### config.mk
export PLATFORM = sky130hd
export DESIGN_NAME = opnd_fetch
export DESIGN_NICKNAME = d
export VERILOG_FILES = /design/src/rtl/opnd_pkg.sv /design/src/rtl/opnd_regs.sv /design/src/rtl/opnd_ea.sv /design/src/rtl/opnd_seq.sv /design/src/rtl/opnd_fetch.sv
export SDC_FILE = /design/constraint.sdc
export NUM_CORES = 1
export LEC_CHECK = 0
export CAP_MARGIN = 30
export CORE_MARGIN = 2
export CORE_UTILIZATION = 51
export DETAILED_ROUTE_END_ITERATION = 8
export PLACE_DENSITY = 0.77
export SLEW_MARGIN = 20
export SYNTH_ARGS = -nofsm -noshare
export SYNTH_HDL_FRONTEND = slang
export SYNTH_SLANG_ARGS = --single-unit
export TNS_END_PERCENT = 1
### constraint.sdc
create_clock -name clk -period 3.8 [get_ports clk]
set_clock_uncertainty 0.2 [all_clocks]
set_input_delay 0.38 -clock clk [delete_from_list [all_inputs] [get_ports clk]]
set_output_delay 0.38 -clock clk [all_outputs]
set_load 0.03 [all_outputs]
### src/rtl/opnd_pkg.sv
package opnd_pkg;
  typedef enum logic [2:0] {
    M_IMM  = 3'd0,
    M_REG  = 3'd1,
    M_ABS  = 3'd2,
    M_RIND = 3'd3,
    M_MIND = 3'd4,
    M_IDX  = 3'd5,
    M_AINC = 3'd6,
    M_ADEC = 3'd7
  } amode_e;

  typedef enum logic [1:0] {
    S_IDLE  = 2'd0,
    S_RREQ  = 2'd1,
    S_RWAIT = 2'd2,
    S_DONE  = 2'd3
  } fstate_e;
endpackage

### src/rtl/opnd_regs.sv
module opnd_regs #(
  parameter int DW   = 16,
  parameter int NREG = 4,
  localparam int RW  = $clog2(NREG)
) (
  input  logic          clk,
  input  logic          rst_n,
  input  logic [RW-1:0] rd_sel,
  output logic [DW-1:0] rd_data,
  input  logic          wr_en,
  input  logic [RW-1:0] wr_sel,
  input  logic [DW-1:0] wr_data,
  input  logic          upd_en,
  input  logic [RW-1:0] upd_sel,
  input  logic [DW-1:0] upd_data
);
  logic [DW-1:0] regs [NREG];

  assign rd_data = regs[rd_sel];

  // external write port has priority over the addressing side effect
  always_ff @(posedge clk) begin
    for (int i = 0; i < NREG; i++) begin
      if (!rst_n)                            regs[i] <= '0;
      else if (wr_en && wr_sel == RW'(i))    regs[i] <= wr_data;
      else if (upd_en && upd_sel == RW'(i))  regs[i] <= upd_data;
    end
  end

  assert_upd_commit_R8: assert property (@(posedge clk) disable iff (!rst_n)
    (upd_en && !(wr_en && wr_sel == upd_sel)) |=> regs[$past(upd_sel)] == $past(upd_data));

  assert_wr_wins_R12: assert property (@(posedge clk) disable iff (!rst_n)
    wr_en |=> regs[$past(wr_sel)] == $past(wr_data));
endmodule

### src/rtl/opnd_ea.sv
module opnd_ea
  import opnd_pkg::*;
#(
  parameter int DW = 16
) (
  input  amode_e        mode,
  input  logic [DW-1:0] base,
  input  logic [DW-1:0] cnst,
  output logic [DW-1:0] ea,
  output logic [1:0]    reads,
  output logic          upd_en,
  output logic [DW-1:0] upd_val
);
  localparam logic [DW-1:0] ONE = DW'(1);

  logic [DW-1:0] base_inc, base_dec;
  assign base_inc = base + ONE;
  assign base_dec = base - ONE;

  always_comb begin
    ea      = cnst;
    reads   = 2'd0;
    upd_en  = 1'b0;
    upd_val = base;
    unique case (mode)
      M_IMM:  reads = 2'd0;
      M_REG:  reads = 2'd0;
      M_ABS:  reads = 2'd1;
      M_RIND: begin ea = base; reads = 2'd1; end
      M_MIND: reads = 2'd2;
      M_IDX:  begin ea = base + cnst; reads = 2'd1; end
      M_AINC: begin ea = base; reads = 2'd1; upd_en = 1'b1; upd_val = base_inc; end
      M_ADEC: begin ea = base_dec; reads = 2'd1; upd_en = 1'b1; upd_val = base_dec; end
      default: reads = 2'd0;
    endcase
  end
endmodule

### src/rtl/opnd_seq.sv
module opnd_seq
  import opnd_pkg::*;
#(
  parameter int DW   = 16,
  parameter int NREG = 4,
  localparam int RW  = $clog2(NREG)
) (
  input  logic          clk,
  input  logic          rst_n,
  input  logic          req_valid,
  output logic          req_ready,
  input  amode_e        mode,
  input  logic [RW-1:0] reg_in,
  input  logic [DW-1:0] cnst,
  input  logic [DW-1:0] regval,
  input  logic [DW-1:0] ea,
  input  logic [1:0]    reads,
  input  logic          upd_req,
  input  logic [DW-1:0] upd_val,
  output logic          mem_rd_valid,
  input  logic          mem_rd_ready,
  output logic [DW-1:0] mem_rd_addr,
  input  logic          mem_rsp_valid,
  input  logic [DW-1:0] mem_rsp_data,
  output logic          res_valid,
  input  logic          res_ready,
  output logic [DW-1:0] res_data,
  output logic          upd_en,
  output logic [RW-1:0] upd_sel,
  output logic [DW-1:0] upd_data
);
  fstate_e       st_q;
  amode_e        mode_q;
  logic [1:0]    left_q;
  logic [DW-1:0] addr_q, data_q, updv_q;
  logic [RW-1:0] sel_q;
  logic          updp_q;

  assign req_ready    = (st_q == S_IDLE);
  assign mem_rd_valid = (st_q == S_RREQ);
  assign mem_rd_addr  = addr_q;
  assign res_valid    = (st_q == S_DONE);
  assign res_data     = data_q;
  assign upd_en       = (st_q == S_DONE) && res_ready && updp_q;
  assign upd_sel      = sel_q;
  assign upd_data     = updv_q;

  always_ff @(posedge clk) begin
    if (!rst_n) begin
      st_q   <= S_IDLE;
      mode_q <= M_IMM;
      left_q <= '0;
      addr_q <= '0;
      data_q <= '0;
      updv_q <= '0;
      sel_q  <= '0;
      updp_q <= 1'b0;
    end else begin
      unique case (st_q)
        S_IDLE: if (req_valid) begin
          mode_q <= mode;
          sel_q  <= reg_in;
          updp_q <= upd_req;
          updv_q <= upd_val;
          addr_q <= ea;
          left_q <= reads;
          if (reads == 2'd0) begin
            data_q <= (mode == M_IMM) ? cnst : regval;
            st_q   <= S_DONE;
          end else begin
            st_q   <= S_RREQ;
          end
        end
        S_RREQ: if (mem_rd_ready) st_q <= S_RWAIT;
        S_RWAIT: if (mem_rsp_valid) begin
          if (left_q == 2'd2) begin
            addr_q <= mem_rsp_data;
            left_q <= 2'd1;
            st_q   <= S_RREQ;
          end else begin
            data_q <= mem_rsp_data;
            st_q   <= S_DONE;
          end
        end
        S_DONE: if (res_ready) begin
          updp_q <= 1'b0;
          st_q   <= S_IDLE;
        end
        default: st_q <= S_IDLE;
      endcase
    end
  end

  assert_rd_hold_R10: assert property (@(posedge clk) disable iff (!rst_n)
    (mem_rd_valid && !mem_rd_ready) |=> (mem_rd_valid && $stable(mem_rd_addr)));

  assert_res_hold_R11: assert property (@(posedge clk) disable iff (!rst_n)
    (res_valid && !res_ready) |=> (res_valid && $stable(res_data)));

  assert_ready_back_R11: assert property (@(posedge clk) disable iff (!rst_n)
    (res_valid && res_ready) |=> req_ready);

  assert_no_mem_R2: assert property (@(posedge clk) disable iff (!rst_n)
    ((st_q != S_IDLE) && (mode_q == M_IMM || mode_q == M_REG)) |-> !mem_rd_valid);
endmodule

### src/rtl/opnd_fetch.sv
module opnd_fetch
  import opnd_pkg::*;
#(
  parameter int DW   = 16,
  parameter int NREG = 4,
  localparam int RW  = $clog2(NREG)
) (
  input  logic          clk,
  input  logic          rst_n,
  input  logic          req_valid,
  output logic          req_ready,
  input  logic [2:0]    req_mode,
  input  logic [RW-1:0] req_reg,
  input  logic [DW-1:0] req_const,
  output logic          res_valid,
  input  logic          res_ready,
  output logic [DW-1:0] res_data,
  output logic          mem_rd_valid,
  input  logic          mem_rd_ready,
  output logic [DW-1:0] mem_rd_addr,
  input  logic          mem_rsp_valid,
  input  logic [DW-1:0] mem_rsp_data,
  input  logic          wr_en,
  input  logic [RW-1:0] wr_sel,
  input  logic [DW-1:0] wr_data
);
  amode_e        mode;
  logic [DW-1:0] regval, ea, upd_val, upd_data;
  logic [1:0]    reads;
  logic          upd_req, upd_en;
  logic [RW-1:0] upd_sel;

  assign mode = amode_e'(req_mode);

  opnd_regs #(.DW(DW), .NREG(NREG)) u_regs (
    .clk(clk), .rst_n(rst_n),
    .rd_sel(req_reg), .rd_data(regval),
    .wr_en(wr_en), .wr_sel(wr_sel), .wr_data(wr_data),
    .upd_en(upd_en), .upd_sel(upd_sel), .upd_data(upd_data)
  );

  opnd_ea #(.DW(DW)) u_ea (
    .mode(mode), .base(regval), .cnst(req_const),
    .ea(ea), .reads(reads), .upd_en(upd_req), .upd_val(upd_val)
  );

  opnd_seq #(.DW(DW), .NREG(NREG)) u_seq (
    .clk(clk), .rst_n(rst_n),
    .req_valid(req_valid), .req_ready(req_ready),
    .mode(mode), .reg_in(req_reg), .cnst(req_const), .regval(regval),
    .ea(ea), .reads(reads), .upd_req(upd_req), .upd_val(upd_val),
    .mem_rd_valid(mem_rd_valid), .mem_rd_ready(mem_rd_ready), .mem_rd_addr(mem_rd_addr),
    .mem_rsp_valid(mem_rsp_valid), .mem_rsp_data(mem_rsp_data),
    .res_valid(res_valid), .res_ready(res_ready), .res_data(res_data),
    .upd_en(upd_en), .upd_sel(upd_sel), .upd_data(upd_data)
  );
endmodule

==> results of run 1 <==
## sequential cells by signal (all words and copies together), names as in the netlist
register / flops
u_seq.upd_sel: 2
u_seq.upd_data: 16
u_seq.st_q: 2
u_seq.left_q: 2
u_seq.mem_rd_addr: 16
u_regs.regs: 64
u_seq.updp_q: 1
u_seq.res_data: 16
## final timing paths
| path | endpoint | slack [ps] | startpoint |
|---|---|---|---|
| setup / recovery | u_seq.mem_rd_addr[15] | 390 | req_reg[0] |
| hold reg to reg | u_seq.left_q[1] | 260 | u_seq.left_q[1] |
| hold / removal | u_seq.left_q[1] | 260 | u_seq.left_q[1] |
| setup reg to reg | u_seq.mem_rd_addr[15] | 660 | u_regs.regs[2][1] |
## area by class of cell
class,instances,area [um2]
clock buffers,22,454
clock inverters,9,103
fillers,1214,4950
inverters,10,37.5
multi-input cells,627,4240
flip-flops and latches,119,3020
well taps,184,230
repair buffers,165,1490
## cells by family (layout without fill, tap and decap cells)
| logic type | count (synthesis) | after routing | synth area share |
|---|---|---|---|
| AND/OR/NAND/NOR | 284 | 284 | 0.181 |
| multiplexers | 20 | 20 | 0.0533 |
| buffers and inverters | 80 | 206 | 0.0474 |
| flip-flops | 119 | 119 | 0.397 |
| AO/OA/AOI/OAI | 279 | 279 | 0.260 |
| XOR/XNOR | 26 | 26 | 0.0299 |
| adder cells (fa/ha/maj) | 18 | 18 | 0.0306 |
## metal layers
layer,up-vias,routed length (um)
li1,3393,-
met1,3529,10500
met2,433,11400
met3,58,2080
met4,0,720
met5,-,0
## where the power goes
part | switching (mW) | total (mW) | internal (mW)
Sequential | 0.0757 | 1.54 | 1.47
Combinational | 0.652 | 1.12 | 0.468
Clock | 0.585 | 1.56 | 0.972
Total | 1.31 | 4.22 | 2.91
## layout by cell type (no fill, tap or decap), drive strengths merged, types with 5 or more instances in the layout
cell type       n
o21ai          39
clkbuf         22
xnor2          19
edfxtp         64
or3             6
nand2          99
a211oi         14
nand4           7
inv            10
clkinv          5
nand3          20
dfxtp          55
ha             17
a31oi          10
o211ai          7
a21oi          69
clkdlybuf4s50  96
a22o           65
mux4           16
nor4           10
buf            69
and3            7
a311oi         23
a221oi          6
nor2           79
xor2            7
nor3           21
nand2b          7
nor2b           9
## worst max-delay path: stages
cell	delay [ps]
clkdlybuf4s50_1	510
buf_12	150
mux4_1	610
ha_1	220
buf_4	160
nor4_1	250
o21ai_0	280
a311oi_1	330
buf_4	190
o21ai_0	130
xnor2_1	180
nand2_1	70
a21oi_1	120
## stage by stage
stage / std cells / util
after floorplan: 826 / -
after global placement: 1105 / 0.621
after detailed placement: 1105 / 0.621
after CTS: 1136 / 0.659
after global routing: 1136 / 0.659
final: 1136 / 0.659
==> run_results.csv, run 1 <==
group,metric,value,unit
clock_network,root_buffer,"clkbuf_16",
drt,drt-total-wl,24.7,mm
grt,busiest_layer,"met2",
clock_network,ctsHoldBuffers,0,
yosys,yosysTopAreaCell,"edfxtp_1",
pwr,peakVddDrop,0.395,mV
clock_network,clk_pin_slew,60,ps
pwr,power,4.22,mW
sta,drv_slew,0,
yosys,syn_avg_cell_area,9.21,um2
grt,antenna_found_initial,0,
drt,detailedRoute.firstPassIterationCount,5,
sta,layout_setup_ws,387,ps
clock_network,clock_path_buffers,2,
cells_and_area,antennaDiodeCount,0,
die,pin_count,97,
yosys,yosysSeqAreaShare,0.397,
cells_and_area,drive_above_1_share,0.146,
setup_path,crit_arrival,3570,ps
yosys,synth_area_leaders,"edfxtp_1 (25%), dfxtp_1 (14%), a22o_1 (7.5%)",
grt,grt_util_met3,0.0523,
die,die_w,126,um
pwr,powerDensity,440,nW/um2
sta,fin_crit,3410,ps
yosys,synth_top_cell_area_share,0.253,
drt,drtIter0Drc,939,
setup_path,critical_path.endpoint_type,"flip-flop",
die,core_area,14500,um2
yosys,synth_fp_nets,906,
sta,relSlewSlack,0.453,
grt,grt_overflow,0,
drt,vias_per_cell,6.53,
yosys,synthArstFlopShare,0,
setup_path,start_kind,"input port",
setup_path,cp_max_fo,8,
grt,grt_pass1_vias,6971,
sta,hold_viol,0,
cells_and_area,stdcell_area,9580,um2
grt,met2_usage,0.486,
die,start_util,0.523,
placement,gp_congestion,0.955,
sta,setup_tns,0,ps
run_status,status,"complete, no violations",
clock_network,post_cts_buffers,0,
yosys,synth_cells,826,
clock_network,cts.sinks,119,
grt,grtUsageMet1,0.437,
sta,fmax,293,MHz
clock_network,cts_made_buffers,17,
placement,dp_hpwl,17.5,mm
clock_network,cts_resized,0,
grt,grt_pass1_wl,38.8,mm
clock_network,cts_tree,"done",
setup_path,worstSetupPathType,"input port to flip-flop",
yosys,synth_edf_count,64,
hold_path,holdCritPathClass,"flip-flop to flip-flop",
cells_and_area,nNetsFinal,1020,
drt,ant_nets,0,
hold_path,holdPathStages,2,
clock_network,worstSkewPairLatency,430,ps
yosys,ys_seq_elements,119,
run,maxCapViolCount,0,
clock_network,htreeDepth,4,
placement,dpl_worst_slack,-15.4,ps
yosys,yosysMostFrequentCell,"nand2_1",
pwr,p_leak,3.52,nW
setup_path,reg2reg_depth,10,
drt,wl_per_cell,21.8,um
yosys,ys_warn_count,0,
die,die_h,126,um
sta,grt_setup_unrepaired,"no",
yosys,synth_cell_types,80,
yosys,synthTopCellsByCount,"nand2_1 (99), nor2_1 (75), a21oi_1 (68), a22o_1 (65), edfxtp_1 (64)",
sta,setup_viol,0,
yosys,syn_area,7600,um2
setup_path,required,3950,ps
yosys,ys.flop_type,"edfxtp_1",
grt,grt_use_total,0.313,
die,rows,44,
grt,grt_max_degree,44,
placement,place_area,9030,um2
drt,drc,0,
drt,vias,7413,
die,die_area,15900,um2
sta,tightest_slew,821,ps
cells_and_area,syn_to_final_growth,26.0,%
sta,hold_ws,256,ps
sta,fin_crit_sh,0.898,
placement,port-buffer-count,96,
(Power assumes the default switching activity.)
==> inputs of run 2 (changes only) <==
CELL_PAD_IN_SITES_DETAIL_PLACEMENT = 0   (was not set)
CELL_PAD_IN_SITES_GLOBAL_PLACEMENT = 2   (was not set)
CORE_UTILIZATION = 32   (was 51)
PLACE_DENSITY = not set   (was 0.77)
PLACE_DENSITY_LB_ADDON = 0.1   (was not set)
==> run 2 against run 1 <==
Against the previous run:
- cell count is 13% higher
- critical path depth is 1 lower
- count of clock-buffer cells in the layout is 5 lower
- combinational power is 4% higher
- via count is 2.3% lower
- largest power group unchanged
==> run_results.csv, run 2 (same netlist as run 1, synthesis figures left out) <==
group,metric,value,unit
die,pin_count,97,
cells_and_area,final_cell_mix,"nand2_1 (99), clkdlybuf4s50_1 (96), buf_4 (75)",
placement,place_inst,1248,
clock_network,root_buffer,"clkbuf_16",
cells_and_area,drive_above_1_share,0.159,
grt,grt_max_degree,44,
setup_path,required,3880,ps
drt,wl_per_cell,22.1,um
setup_path,critical_path.endpoint_type,"flip-flop",
cells_and_area,syn_to_final_growth,30.6,%
placement,dp_hpwl,20.4,mm
sta,drv_slew,0,
sta,fin_crit,3590,ps
hold_path,holdCritPathClass,"flip-flop to flip-flop",
drt,drc,0,
clock_network,cts_resized,0,
cells_and_area,instances_no_fill,1280,
cells_and_area,nNetsFinal,1028,
cells_and_area,post-route-util,0.424,
run,maxCapViolCount,0,
sta,hold_ws,259,ps
pwr,p_leak,3.63,nW
die,core_area,23400,um2
drt,drt-total-wl,28.3,mm
clock_network,post_cts_buffers,0,
setup_path,cp_max_fo,11,
drt,ant_nets,0,
clock_network,clk_pin_slew,60,ps
setup_path,start_kind,"input port",
grt,met2_usage,0.387,
cells_and_area,nFillCells,2382,
grt,busiest_layer,"met2",
drt,drtIter0Drc,507,
grt,grt_pass1_wl,42.8,mm
sta,fmax,279,MHz
die,die_w,158,um
pwr,power,4.61,mW
grt,grt_pass1_vias,7120,
die,die_area,25000,um2
setup_path,worstSetupPathType,"input port to flip-flop",
clock_network,cts.sinks,119,
placement,gp_congestion,0.917,
clock_network,cts_tree,"done",
clock_network,ctsHoldBuffers,0,
sta,hold_viol,0,
clock_network,clock_path_buffers,2,
clock_network,cts_made_buffers,17,
die,rows,56,
grt,grtUsageMet1,0.312,
sta,tightest_slew,915,ps
drt,detailedRoute.firstPassIterationCount,5,
die,die_h,158,um
run_status,status,"complete, no violations",
sta,setup_viol,0,
cells_and_area,regMostFlops,"u_regs.regs",
pwr,peakVddDrop,0.249,mV
clock_network,htreeDepth,4,
cells_and_area,mostFrequentLayoutCell,"nand2_1",
grt,antenna_found_initial,0,
cells_and_area,largest_reg_flops,64,
clock_network,worstSkewPairLatency,430,ps
grt,grt_use_total,0.230,
setup_path,crit_arrival,3670,ps
grt,grt_overflow,0,
pwr,powerDensity,464,nW/um2
sta,grt_setup_unrepaired,"no",
sta,fin_crit_sh,0.944,
die,start_util,0.325,
sta,relSlewSlack,0.390,
drt,vias,7243,
cells_and_area,antennaDiodeCount,0,
drt,vias_per_cell,5.66,
placement,port-buffer-count,96,
grt,grt_util_met3,0.0309,
==> run 2: worst paths after layout <==
path	endpoint	slack, ps	cells after the start	startpoint
min	u_seq.left_q[0]	260	2	u_seq.left_q[0]
max	u_seq.upd_data[6]	210	12	req_reg[0]
max reg2reg	u_seq.upd_data[6]	460	10	u_regs.regs[0][0]
min reg2reg	u_seq.left_q[0]	260	2	u_seq.left_q[0]
==> run 2: critical path, stage by stage <==
cell,delay (ps)
clkdlybuf4s50_1,500
buf_12,150
mux4_2,560
buf_4,210
inv_1,60
ha_1,150
or4b_1,430
buf_4,190
nor2_4,110
o21ai_1,60
a2111oi_0,750
nor2_1,100
==> run 2: per-layer routing <==
metal	wire length, um	part of all wire	vias to the layer above
met1	12900	0.45	3520
met4	454	0.016	0
met3	1700	0.060	30
met5	0	0	-
li1	-	-	3401
met2	13300	0.47	292
==> run 2: area by class of cell <==
cell class / instances / area, um2 / area share
Inverter: 10 / 37.5 / 0.00378
Timing Repair Buffer: 173 / 1560 / 0.157
Tap cell: 319 / 399 / 0.0402
Clock buffer: 17 / 425 / 0.0428
Clock inverter: 15 / 239 / 0.0241
Multi-Input combinational cell: 627 / 4240 / 0.427
Sequential cell: 119 / 3020 / 0.304
==> run 2: stage by stage <==
step                area (um2)  worst slack (ps)  setup TNS, ps
floorplan                 7600               195              0
global placement          9270              -172           -356
detailed placement        9270              -230           -707
CTS                       9930               221              0
global route              9930              48.3              0
finish                    9930               212              0
==> run 2: power breakdown <==
| part | internal [mW] | switching, mW | leakage, nW |
|---|---|---|---|
| combinational | 0.486 | 0.686 | 2.22 |
| sequential | 1.47 | 0.0753 | 1.08 |
| clock | 1.19 | 0.706 | 0.327 |
| total | 3.14 | 1.47 | 3.63 |
